**src/rtl/eiw_pkg.sv**
```systemverilog
package eiw_pkg;
  typedef enum logic [2:0] {
    SEL_IRQ_RISE  = 3'd0,
    SEL_IRQ_FALL  = 3'd1,
    SEL_WAKE_RISE = 3'd2,
    SEL_WAKE_FALL = 3'd3,
    SEL_STATUS    = 3'd4,
    SEL_WAKE_STAT = 3'd5,
    SEL_CLEAR     = 3'd6
  } reg_sel_e;

  localparam int NUM_EN = 4;
endpackage

```
**src/rtl/eiw_enable_regs.sv**
```systemverilog
module eiw_enable_regs #(
  parameter int N = 32
) (
  input  logic                          clk,
  input  logic                          rst,
  input  logic                          wr_en,
  input  logic [2:0]                    wr_sel,
  input  logic [N-1:0]                  wr_data,
  output logic [eiw_pkg::NUM_EN-1:0][N-1:0] en_o
);
  import eiw_pkg::*;

  for (genvar g = 0; g < NUM_EN; g++) begin : g_en
    // Only the interrupt falling enable comes out of reset set.
    localparam logic [N-1:0] RST_VAL = (g == int'(SEL_IRQ_FALL)) ? {N{1'b1}} : {N{1'b0}};
    logic [N-1:0] q;
    always_ff @(posedge clk) begin
      if (rst) q <= RST_VAL;
      else if (wr_en && wr_sel == 3'(g)) q <= wr_data;
    end
    assign en_o[g] = q;
  end
endmodule

```
**src/rtl/eiw_edge_detect.sv**
```systemverilog
module eiw_edge_detect #(
  parameter int N = 32
) (
  input  logic         clk,
  input  logic         rst,
  input  logic [N-1:0] pin_i,
  output logic [N-1:0] rise_o,
  output logic [N-1:0] fall_o
);
  logic [N-1:0] lvl_q;

  // Tracks the pin during reset too, so no edge is seen on release.
  always_ff @(posedge clk) begin
    lvl_q <= pin_i;
  end

  assign rise_o = rst ? '0 :  pin_i & ~lvl_q;
  assign fall_o = rst ? '0 : ~pin_i &  lvl_q;
endmodule

```
**src/rtl/eiw_sticky.sv**
```systemverilog
module eiw_sticky #(
  parameter int N = 32
) (
  input  logic         clk,
  input  logic         rst,
  input  logic [N-1:0] set_i,
  input  logic [N-1:0] clr_i,
  output logic [N-1:0] pend_o
);
  logic [N-1:0] pend_q;

  always_ff @(posedge clk) begin
    if (rst) pend_q <= '0;
    else     pend_q <= (pend_q & ~clr_i) | set_i;
  end

  assign pend_o = pend_q;
endmodule

```
**src/rtl/eiw_lowest.sv**
```systemverilog
module eiw_lowest #(
  parameter int N    = 32,
  parameter int IDXW = $clog2(N)
) (
  input  logic [N-1:0]    vec_i,
  output logic [IDXW-1:0] idx_o,
  output logic            valid_o
);
  always_comb begin
    idx_o = '0;
    for (int i = N - 1; i >= 0; i--) begin
      if (vec_i[i]) idx_o = IDXW'(i);
    end
  end

  assign valid_o = |vec_i;
endmodule

```
**src/rtl/eiw_unit.sv**
```systemverilog
module eiw_unit #(
  parameter int N    = 32,
  parameter int IDXW = $clog2(N)
) (
  input  logic            clk,
  input  logic            rst,
  input  logic [N-1:0]    pin_lvl_i,
  input  logic            wr_en_i,
  input  logic [2:0]      wr_sel_i,
  input  logic [N-1:0]    wr_data_i,
  input  logic [2:0]      rd_sel_i,
  output logic [N-1:0]    rd_data_o,
  output logic [N-1:0]    status_o,
  output logic            irq_o,
  output logic            wake_o,
  output logic [IDXW-1:0] low_idx_o,
  output logic            low_valid_o
);
  import eiw_pkg::*;

  logic [NUM_EN-1:0][N-1:0] en;
  logic [N-1:0] rise, fall, irq_set, wake_set, clr_vec, irq_pend, wake_pend;
  logic [IDXW-1:0] low_idx_c;
  logic            low_valid_c;

  eiw_enable_regs #(.N(N)) u_en (
    .clk(clk), .rst(rst), .wr_en(wr_en_i), .wr_sel(wr_sel_i),
    .wr_data(wr_data_i), .en_o(en)
  );

  eiw_edge_detect #(.N(N)) u_edge (
    .clk(clk), .rst(rst), .pin_i(pin_lvl_i), .rise_o(rise), .fall_o(fall)
  );

  assign irq_set  = (rise & en[SEL_IRQ_RISE])  | (fall & en[SEL_IRQ_FALL]);
  assign wake_set = (rise & en[SEL_WAKE_RISE]) | (fall & en[SEL_WAKE_FALL]);
  assign clr_vec  = (wr_en_i && wr_sel_i == SEL_CLEAR) ? wr_data_i : '0;

  eiw_sticky #(.N(N)) u_irq_pend (
    .clk(clk), .rst(rst), .set_i(irq_set), .clr_i(clr_vec), .pend_o(irq_pend)
  );

  eiw_sticky #(.N(N)) u_wake_pend (
    .clk(clk), .rst(rst), .set_i(wake_set), .clr_i(clr_vec), .pend_o(wake_pend)
  );

  eiw_lowest #(.N(N), .IDXW(IDXW)) u_low (
    .vec_i(irq_pend), .idx_o(low_idx_c), .valid_o(low_valid_c)
  );

  assign status_o = irq_pend;

  always_ff @(posedge clk) begin
    if (rst) begin
      irq_o       <= 1'b0;
      wake_o      <= 1'b0;
      low_idx_o   <= '0;
      low_valid_o <= 1'b0;
      rd_data_o   <= '0;
    end else begin
      irq_o       <= |irq_pend;
      wake_o      <= |wake_pend;
      low_idx_o   <= low_idx_c;
      low_valid_o <= low_valid_c;
      case (rd_sel_i)
        SEL_IRQ_RISE, SEL_IRQ_FALL,
        SEL_WAKE_RISE, SEL_WAKE_FALL: rd_data_o <= en[rd_sel_i[1:0]];
        SEL_STATUS:                   rd_data_o <= irq_pend;
        SEL_WAKE_STAT:                rd_data_o <= wake_pend;
        default:                      rd_data_o <= '0;
      endcase
    end
  end
endmodule

```
**config.mk**
```make
export PLATFORM = sky130hd
export DESIGN_NAME = eiw_unit
export DESIGN_NICKNAME = d
export VERILOG_FILES = /design/src/rtl/eiw_pkg.sv /design/src/rtl/eiw_enable_regs.sv /design/src/rtl/eiw_edge_detect.sv /design/src/rtl/eiw_sticky.sv /design/src/rtl/eiw_lowest.sv /design/src/rtl/eiw_unit.sv
export SDC_FILE = /design/constraint.sdc
export NUM_CORES = 1
export LEC_CHECK = 0
export BUFFER_PORTS_ARGS = -buffer_cell sky130_fd_sc_hd__buf_2
export CORE_UTILIZATION = 30
export DETAILED_ROUTE_END_ITERATION = 10
export GPL_ROUTABILITY_DRIVEN = 0
export PLACE_DENSITY_LB_ADDON = 0.1
export SLEW_MARGIN = 40
export SYNTH_ARGS = -nofsm -noshare
export SYNTH_HDL_FRONTEND = slang
export SYNTH_SLANG_ARGS = --single-unit
```
**constraint.sdc**
```tcl
create_clock -name clk -period 2.1 [get_ports clk]
set_input_delay 0.105 -clock clk [delete_from_list [all_inputs] [get_ports clk]]
set_output_delay 0.105 -clock clk [all_outputs]
set_load 0.01 [all_outputs]
```
==> metrics.csv <==
metric;value;unit
Yosys warnings;0;
HPWL after detailed placement;22900;um
Post-Route WL;36300;um
post-CTS setup repair buffer count;0;
most used routing layer;met2;
violation count after the first detailed-route iteration;772;
GRT Overall Usage;19.9;%
Synth Register Bits;263;
Antenna Cells;0;
required time of the critical path;2.49;ns
slew of the pin with the lowest slew margin;0.648;ns
final std cell area, no fill;13600;sq um
GR Util met3;2.23;%
wire length of the first global-routing pass;55500;um
crit-path leading delay family;simple AND/OR/NAND/NOR gates;
final antenna-violating net count;0;
number of flops mapped to enable cells by yosys;0;
H-tree levels;1;
Worst Hold Path Cells;4;
Total Die Area;36100;sq um
worst slew margin relative to its limit;56.4;%
library cell occupying the most area in the post-synthesis netlist;sky130_fd_sc_hd__dfxtp_1;
final worst path period share;81.4;%
critical path peak fanout;6;
Post-synth ARST share;0;%
leak pwr;0.00513;uW
number of cells in the finished layout apart from fillers;1811;
final critical delay including setup and external delays;1.71;ns
Max VDD drop;0.000602;V
CP Data Arrival Time;2.10;ns
netlist area before placement;10600;sq um
leading post-synthesis cells by cell area;sky130_fd_sc_hd__dfxtp_1 (50%), sky130_fd_sc_hd__nand2_1 (8.3%), sky130_fd_sc_hd__mux4_2 (6.8%), sky130_fd_sc_hd__a222oi_1 (6.0%), sky130_fd_sc_hd__nor2b_1 (5.7%);
CP max stage cell;sky130_fd_sc_hd__or4_1;
share of the synthesized area in the top cell type;49.6;%
chip width;190;um
clock tree from TritonCTS;built;
P per Cell Area;869;nW/um^2
maximum number of pins on one net before global-route repair;89;
layout filler cell count;3557;
distinct cell type count after synthesis;38;
achievable clock frequency;0.585;GHz
routed length per placed instance;20.0;um
number of standard cells after synthesis;1140;
standard cell area after detailed placement;12000;sq um
global routing usage on met1;26.0;%
largest incremental delay on the critical path;0.61;ns
via count of the first global-routing pass;9081;
starting utilization of the core area;30.6;%
Clock Root Buffer;sky130_fd_sc_hd__clkbuf_16;
Final Core Density;39.1;%
instance count on the critical path;4;
kind of critical path;flop to flop;
first-pass iteration count of the detailed router;9;
R2R cell count;4;
Placed Cells;1694;
antenna violations before repair;0;
clock-pin transition on the worst setup and hold timing paths;0.06;ns
floorplan core area;34700;sq um
aggregate global routing overflow;0;
share of layout cells above drive strength 1;20.7;%
clk sink count;263;
Hold Path Class;input pin to flop;
Site Rows;68;
area delta synth->final;28.1;%
Post-Syn Nets;1213;
Final setup violation count;0;
fin nets;1410;
most common flop cell mapped by yosys;sky130_fd_sc_hd__dfxtp_1;
DRC violations left;0;
Maximum Capacitance Violations;0;
clock latency reported for the late side of the worst-skew pair;0.56;ns
TNS Setup;0;ns
final-report hold violation count;0;
status;completed;
maximum root-to-sink buffer count;3;
Max Slew Vio Count;0;
RSZ-0062 raised after global routing;false;
vias after detailed routing;9437;
chain of cells forming the critical path;or4_1 -> nand2b_1 -> nor3_1 -> a41oi_1;
mean cell area of the mapped netlist;9.31;sq um
input/output buffers;144;
CP endpoint kind;flop;
die boundary height;190;um
number of I/O pins;145;
Inserted Clock Buffers;31;
setup skew after layout;0.0148;ns
Critical path buffers and inverters;0;
Pwr Total;11800;uW
Avg Vias per Cell;5.21;
Global Route met2 Usage;35.0;%
sequential-to-total area share from yosys stat;49.6;%
critical path launch point type;flop;
## Yosys cell counts (5+ instances only)
cell type	n
sky130_fd_sc_hd__nand2_1	235
sky130_fd_sc_hd__a211o_1	32
sky130_fd_sc_hd__buf_2	12
sky130_fd_sc_hd__nor3_1	6
sky130_fd_sc_hd__clkbuf_1	58
sky130_fd_sc_hd__mux4_2	32
sky130_fd_sc_hd__a22oi_1	32
sky130_fd_sc_hd__mux2_2	25
sky130_fd_sc_hd__buf_4	5
sky130_fd_sc_hd__a21oi_1	103
sky130_fd_sc_hd__nor2b_1	97
sky130_fd_sc_hd__dfxtp_1	263
sky130_fd_sc_hd__a222oi_1	64
sky130_fd_sc_hd__nor4_1	15
sky130_fd_sc_hd__o21ai_0	11
sky130_fd_sc_hd__nor2_1	110
sky130_fd_sc_hd__inv_1	8
## worst paths after layout
kind / startpoint / end / slack [ns]
hold reg to reg: u_en.g_en[2].q[2]$_SDFFE_PP0P_ / u_en.g_en[2].q[2]$_SDFFE_PP0P_ / 0.47
hold / removal: rd_sel_i[0] / rd_data_o[28]$_SDFF_PP0_ / 0.13
setup reg to reg: u_irq_pend.pend_o[30]$_SDFF_PP0_ / low_valid_o$_SDFF_PP0_ / 0.39
setup / recovery: u_irq_pend.pend_o[30]$_SDFF_PP0_ / low_valid_o$_SDFF_PP0_ / 0.39
## cell usage in the layout, fill, tap and decap left out, drive strengths merged
| master | netlist | routed |
|---|---|---|
| o31ai | 1 | 1 |
| a2111oi | 2 | 2 |
| nor2 | 111 | 111 |
| nor4 | 15 | 15 |
| nor3 | 6 | 6 |
| a41oi | 1 | 1 |
| nor3b | 1 | 1 |
| or4 | 4 | 4 |
| o211a | 1 | 1 |
| o2111ai | 1 | 1 |
| a221oi | 2 | 2 |
| clkinv | 0 | 8 |
| a311oi | 1 | 1 |
| bufinv | 0 | 2 |
| nand2b | 4 | 4 |
| inv | 8 | 9 |
| o311ai | 1 | 1 |
| a22oi | 32 | 32 |
| a21oi | 103 | 103 |
| buf | 17 | 174 |
| nor2b | 97 | 97 |
| dlygate4sd3 | 0 | 65 |
| clkbuf | 58 | 41 |
| or3 | 1 | 1 |
| o211ai | 1 | 1 |
| mux2 | 25 | 25 |
| mux4 | 32 | 32 |
| a211oi | 1 | 1 |
| nand3 | 2 | 2 |
| or2 | 1 | 1 |
| nand2 | 235 | 235 |
| and3 | 1 | 1 |
| and2 | 2 | 2 |
| nand4 | 2 | 2 |
| o21ai | 11 | 11 |
| dfxtp | 263 | 263 |
| a222oi | 64 | 64 |
| and4b | 1 | 1 |
| a211o | 32 | 32 |
## report_power, final
group / leakage, uW / internal (uW) / switching, uW
registers: 0.00215 / 5180 / 170
clock network: 0.000488 / 3090 / 2100
logic: 0.00249 / 575 / 688
## state kept, by name, indices dropped and copies added, names as in the netlist
register / cells
u_edge.lvl_q: 32
u_irq_pend.pend_o: 32
u_en.g_en.q: 128
low_valid_o: 1
rd_data_o: 32
low_idx_o: 5
wake_o: 1
u_wake_pend.pend_o: 32
## metal layers
| layer | wire length, um | part of all wire [%] |
|---|---|---|
| met3 | 1660 | 4.6 |
| met2 | 17900 | 49 |
| met1 | 16200 | 45 |
| met5 | 0 | 0 |
| met4 | 572 | 1.6 |
## tightest hold or removal path: stages
cell and delay [ns]:
sky130_fd_sc_hd__buf_4 0.20, sky130_fd_sc_hd__o21ai_0 0.17, sky130_fd_sc_hd__a22oi_1 0.08, sky130_fd_sc_hd__nor2_1 0.08
## repair_timing
action,4_1_cts,5_1_grt
hold buffers,65,0
endpoints found under the hold margin,226,0
setup endpoints to repair,0,0
gates resized for setup,0,0
## metrics by stage
step                hold WS, ns  setup slack, ns
floorplan                 0.133            0.597
global placement          0.231            0.424
detailed placement        0.235            0.412
CTS                       0.119            0.400
global route              0.141            0.152
finish                    0.131            0.390
## layout make-up
type	count	area, sq um	share of cell area (%)
Tap cell	455	569	4.19
Clock inverter	11	109	0.801
Inverter	8	30.0	0.221
Clock buffer	41	863	6.35
Sequential cell	263	5270	38.8
Timing Repair Buffer	239	1740	12.8
Multi-Input combinational cell	794	5010	36.9
## logic make-up after synthesis
family          count (synthesis)  synth area share [%]
compound gates                254                  17.3
buf+inv                        83                  3.25
mux                            57                  9.45
simple gates                  483                  20.4
flops                         263                  49.6
Note: power is estimated with default switching activity, not from simulation.
